File: config.mk
export PLATFORM = sky130hd
export DESIGN_NAME = lcd_com_scan
export DESIGN_NICKNAME = d
export VERILOG_FILES = /design/src/rtl/lcd_com_pkg.sv /design/src/rtl/lcd_com_end_port.sv /design/src/rtl/lcd_com_shift_core.sv /design/src/rtl/lcd_com_level_enc.sv /design/src/rtl/lcd_com_scan.sv
export SDC_FILE = /design/constraint.sdc
export NUM_CORES = 1
export LEC_CHECK = 0
export ABC_AREA = 1
export BUFFER_PORTS_ARGS = -buffer_cell sky130_fd_sc_hd__buf_2
export CORE_ASPECT_RATIO = 1.75
export CORE_MARGIN = 8
export CORE_UTILIZATION = 34
export CTS_CLUSTER_DIAMETER = 200
export DETAILED_ROUTE_END_ITERATION = 6
export HOLD_SLACK_MARGIN = 0.05
export PLACE_DENSITY = 0.62
export SYNTH_ARGS = -nofsm -noshare
export SYNTH_HDL_FRONTEND = slang
export SYNTH_SLANG_ARGS = --single-unit
File: constraint.sdc
create_clock -name line_clk -period 1 [get_ports line_clk]
set_clock_uncertainty 0.1 [all_clocks]
set_input_delay 0.2 -clock line_clk [delete_from_list [all_inputs] [get_ports line_clk]]
set_output_delay 0.2 -clock line_clk [all_outputs]
set_load 0.02 [all_outputs]
File: src/rtl/lcd_com_pkg.sv
`timescale 1ns/1ps
package lcd_com_pkg;

    typedef enum logic [1:0] {
        LVL_SEL_POS  = 2'd0,
        LVL_SEL_NEG  = 2'd1,
        LVL_IDLE_POS = 2'd2,
        LVL_IDLE_NEG = 2'd3
    } lcd_level_e;

    function automatic lcd_level_e level_of(input logic sel, input logic ac);
        lcd_level_e lv;
        case ({sel, ac})
            2'b11:   lv = LVL_SEL_POS;
            2'b10:   lv = LVL_SEL_NEG;
            2'b01:   lv = LVL_IDLE_POS;
            default: lv = LVL_IDLE_NEG;
        endcase
        return lv;
    endfunction

endpackage

File: src/rtl/lcd_com_end_port.sv
`timescale 1ns/1ps
module lcd_com_end_port #(
    parameter int N = 64
) (
    input  logic         dir_fwd,
    input  logic         master_en,
    input  logic         pin_a_i,
    input  logic         pin_b_i,
    input  logic [N-1:0] stages,
    output logic         feed_bit,
    output logic         pin_a_o,
    output logic         pin_a_oe,
    output logic         pin_b_o,
    output logic         pin_b_oe
);
    logic chain_idle;

    always_comb begin
        if (dir_fwd) begin
            chain_idle = (stages[N-2:0] == '0);
        end else begin
            chain_idle = (stages[N-1:1] == '0);
        end

        if (master_en) begin
            feed_bit = chain_idle;
        end else if (dir_fwd) begin
            feed_bit = pin_a_i;
        end else begin
            feed_bit = pin_b_i;
        end

        pin_a_oe = !dir_fwd;
        pin_b_oe = dir_fwd;
        pin_a_o  = dir_fwd ? 1'b0 : stages[0];
        pin_b_o  = dir_fwd ? stages[N-1] : 1'b0;
    end
endmodule

File: src/rtl/lcd_com_shift_core.sv
`timescale 1ns/1ps
module lcd_com_shift_core #(
    parameter int N = 64
) (
    input  logic         line_clk,
    input  logic         rst_n,
    input  logic         dir_fwd,
    input  logic         feed_bit,
    output logic [N-1:0] stages
);
    typedef struct packed {
        logic [N-1:0] row;
    } chain_t;

    chain_t chain_d, chain_q;

    always_comb begin
        chain_d = chain_q;
        if (dir_fwd) begin
            chain_d.row = {chain_q.row[N-2:0], feed_bit};
        end else begin
            chain_d.row = {feed_bit, chain_q.row[N-1:1]};
        end
    end

    always_ff @(negedge line_clk or negedge rst_n) begin
        if (!rst_n) begin
            chain_q <= '0;
        end else begin
            chain_q <= chain_d;
        end
    end

    assign stages = chain_q.row;
endmodule

File: src/rtl/lcd_com_level_enc.sv
`timescale 1ns/1ps
module lcd_com_level_enc #(
    parameter int N = 64
) (
    input  logic [N-1:0]   stages,
    input  logic           ac_phase,
    output logic [2*N-1:0] level_code
);
    import lcd_com_pkg::*;

    for (genvar i = 0; i < N; i++) begin : g_row
        lcd_level_e lv;
        always_comb lv = level_of(stages[i], ac_phase);
        assign level_code[2*i +: 2] = lv;
    end
endmodule

File: src/rtl/lcd_com_scan.sv
`timescale 1ns/1ps
module lcd_com_scan #(
    parameter int N = 64
) (
    input  logic           line_clk,
    input  logic           rst_n,
    input  logic           dir_fwd,
    input  logic           master_en,
    input  logic           ac_phase,
    input  logic           pin_a_i,
    output logic           pin_a_o,
    output logic           pin_a_oe,
    input  logic           pin_b_i,
    output logic           pin_b_o,
    output logic           pin_b_oe,
    output logic [2*N-1:0] level_code
);
    logic [N-1:0] stages;
    logic         feed_bit;

    lcd_com_end_port #(.N(N)) port_i (
        .dir_fwd  (dir_fwd),
        .master_en(master_en),
        .pin_a_i  (pin_a_i),
        .pin_b_i  (pin_b_i),
        .stages   (stages),
        .feed_bit (feed_bit),
        .pin_a_o  (pin_a_o),
        .pin_a_oe (pin_a_oe),
        .pin_b_o  (pin_b_o),
        .pin_b_oe (pin_b_oe)
    );

    lcd_com_shift_core #(.N(N)) core_i (
        .line_clk(line_clk),
        .rst_n   (rst_n),
        .dir_fwd (dir_fwd),
        .feed_bit(feed_bit),
        .stages  (stages)
    );

    lcd_com_level_enc #(.N(N)) enc_i (
        .stages    (stages),
        .ac_phase  (ac_phase),
        .level_code(level_code)
    );
endmodule

==> out/qor.yml <==
run_status: "finished, violations left"
violations: "negative setup slack"
critPathMaxFanout: 3
avgViaCountPerCell: 5.13
synth_top_area_share_pct: 53.0
startpoint_type: "flip-flop"
boundaryPins: 139
avgSynthCellArea_um2: 7.43
clkSlewWorstSetupHoldPaths_ps: 50
preCtsSetupSlack_ps: -673
clock_latency_of_the_later_clocked_register_in_the_worst_skew_pair_ps: 350
gr-usage-all-layers_pct: 25.9
ys_seq_elements: 64
synthXorXnorAreaFrac_pct: 0
synth_nets: 414
setup_violations: 132
grt_start_max_net_pins: 23
cts-root-buf: "clkbuf_16"
place.gp.congestion: 0.899
vias: 4584
yosys-mux-area-fraction_pct: 0
cp-startpoint: "core_i.stages[63]$_DFF_NN0_"
largest_register_ffs: 64
critical_path.endpoint: "pin_b_o"
postPlaceCellArea_um2: 4740
synth_edf_count: 0
number_of_input_and_output_port_buffers_inserted: 138
ctsHoldBuffers: 0
drc_errors: 0
ys_seq_area_share_pct: 53.0
grt_setup_unrepaired: "yes"
endpoint_kind: "output pin"
clkSinkCount: 64
antennaDiodeCount: 0
finalNetCount: 779
firstDrtPassIters: 5
powerDensity_nw_per_um2: 1780
grt_pass1_wl_um: 24000
place_hpwl_um: 7900
worst-endpoint-required_ps: 700
post_drt_wl_per_cell_um: 23.0
synth_area_leader_cell: "dfrtn_1"
synth_area_um2: 3020
arrival_ps: 1620
synth_compound_gate_area_share_pct: 10.4
post_synth_num_cell_types: 15
design.die.area_um2: 12300
worst_slack_ps: -923
placementRows: 45
cts_buffer_depth: 2
min_path_type: "in2async"
clock_tree_from_tritoncts: "done"
antenna_found_initial: 0
cts_buffers: 9
antenna_violating_nets_post_route: 0
timing.final.max_slew_violations: 0
worstRegToRegCells: 11
r2r-end: "core_i.stages[0]$_DFF_NN0_"
floorplan.core_area_um2: 8670
max-vdd-ir-drop_v: 0.00265
launch_instance_of_the_worst_register_to_register_path: "core_i.stages[54]$_DFF_NN0_"
synth_area_in_simple_gates_pct: 16.4
yosys_most_used_dff: "dfrtn_1"
synthTopCellsByArea: "dfrtn_1, inv_1, o21ai_0, nand2_1, nor2_1"
max_cap_viol_count: 0
maxSlewHeadroom_pct: 84.3
static-leakage-power_nw: 4.32
synth.top_cells.by_count: "inv_1, nand2_1, dfrtn_1"
fp.dieH_um: 141
post_route_cells_drive_above_1_share_pct: 79.5
cts_max_level: 3
ys.warnings.count: 0
synth.most_common_cell: "inv_1"
floorplan.die.width_um: 87.3
synthArstFlopShare_pct: 100
wirelength_um: 20500
drt-initial-drc-count: 371
initial_core_util_pct: 34.9
design_area_um2: 7830
num-fill-cells: 351
first_global_vias: 4561
synthToLayoutAreaGrowth_pct: 159
globalRoute.totalOverflow: 0
timing.reg2reg.setup_slack_ps: -650
max_slew.worst_pin.slew_ps: 235
critical_path_class: "reg2out"
syn-instance-count: 407
post_synth_fa_ha_maj_area_fraction_pct: 0
final_hold_viol_count: 0
dominant_combinational_cell_family_by_area_after_synthesis: "buffers and inverters"
==> power by group <==
part	total (mW)	switching (mW)	internal, mW
registers	3.45	0.398	3.05
logic	7.23	3.65	3.59
clock network	3.26	1.25	2.01
total	13.9	5.29	8.65
==> worst max-delay path: stages, from the launching register on <==
cell     delay [ps]
dfrtn_1         480
nand2_1         120
inv_2            70
buf_6           110
==> worst min-delay path by stage <==
stage,startpoint,end,cells after the start
final,rst_n,core_i.stages[7]$_DFF_NN0_,2
after global routing,rst_n,core_i.stages[43]$_DFF_NN0_,2
after CTS,rst_n,core_i.stages[4]$_DFF_NN0_,2
after detailed placement,core_i.stages[39]$_DFF_NN0_,core_i.stages[40]$_DFF_NN0_,2
after global placement,core_i.stages[44]$_DFF_NN0_,core_i.stages[45]$_DFF_NN0_,2
after floorplan,rst_n,core_i.stages[0]$_DFF_NN0_,0
==> kinds of logic after synthesis <==
family | Yosys count
and+or+nand+nor | 128
AOI/OAI and AO/OA | 63
buffers and inverters | 152
DFF | 64
==> layout by cell type (no fill, tap or decap) <==
master and n:
buf_12 18, inv_2 65, o21ai_4 7, buf_6 88, nand4_1 2, nand2_2 32, nor2_1 9, nand2_1 15
buf_4 202, clkbuf_16 12, clkbuf_8 5, buf_16 16, nor2_4 17, buf_2 45, o21ai_1 4, clkinv_2 2
nand3_2 3, o21ai_2 52, nand2_4 37, buf_8 4, nor2_2 11, inv_1 64, dfrtn_1 64, clkinvlp_4 1
nor3_2 1, nand3_1 1
==> metrics by stage <==
step / power, mW / instances / utilization (%) / TNS, ps / hold WS, ps
detailed placement: 7.17 / 760 / 54.7 / -59520 / 361
global route: 14.3 / 894 / 90.3 / -69560 / 226
CTS: 12.1 / 860 / 80.4 / -64470 / 205
finish: 13.9 / 894 / 90.3 / -68520 / 231
global placement: 7.12 / 760 / 54.7 / -57620 / 351
floorplan: 5.13 / 407 / - / -45230 / 196
==> what timing repair did <==
| item | CTS | global route |
|---|---|---|
| resized for setup | 285 | 167 |
| setup buffers | 71 | 64 |
| cloned | 18 | 3 |
| endpoints found under the setup margin | 196 | 148 |
| pin swaps | 32 | 55 |
==> area by class of cell <==
class | count | area (µm²) | area share, %
clock buffer | 14 | 294 | 3.76
clock inverter | 2 | 10.0 | 0.128
inverter | 130 | 492 | 6.28
multi-input combinational | 191 | 1610 | 20.6
sequential | 64 | 1600 | 20.5
tap | 117 | 146 | 1.87
timing repair buffer | 376 | 3670 | 46.9
==> routing by layer <==
metal	global-route usage, %	wire [µm]	up-vias
li1	-	-	1906
met1	23.5	6530	2160
met2	45.1	10200	374
met3	7.68	2020	144
met4	22.4	1800	0
met5	0	0	-
Note: power is estimated with default switching activity, not from simulation.
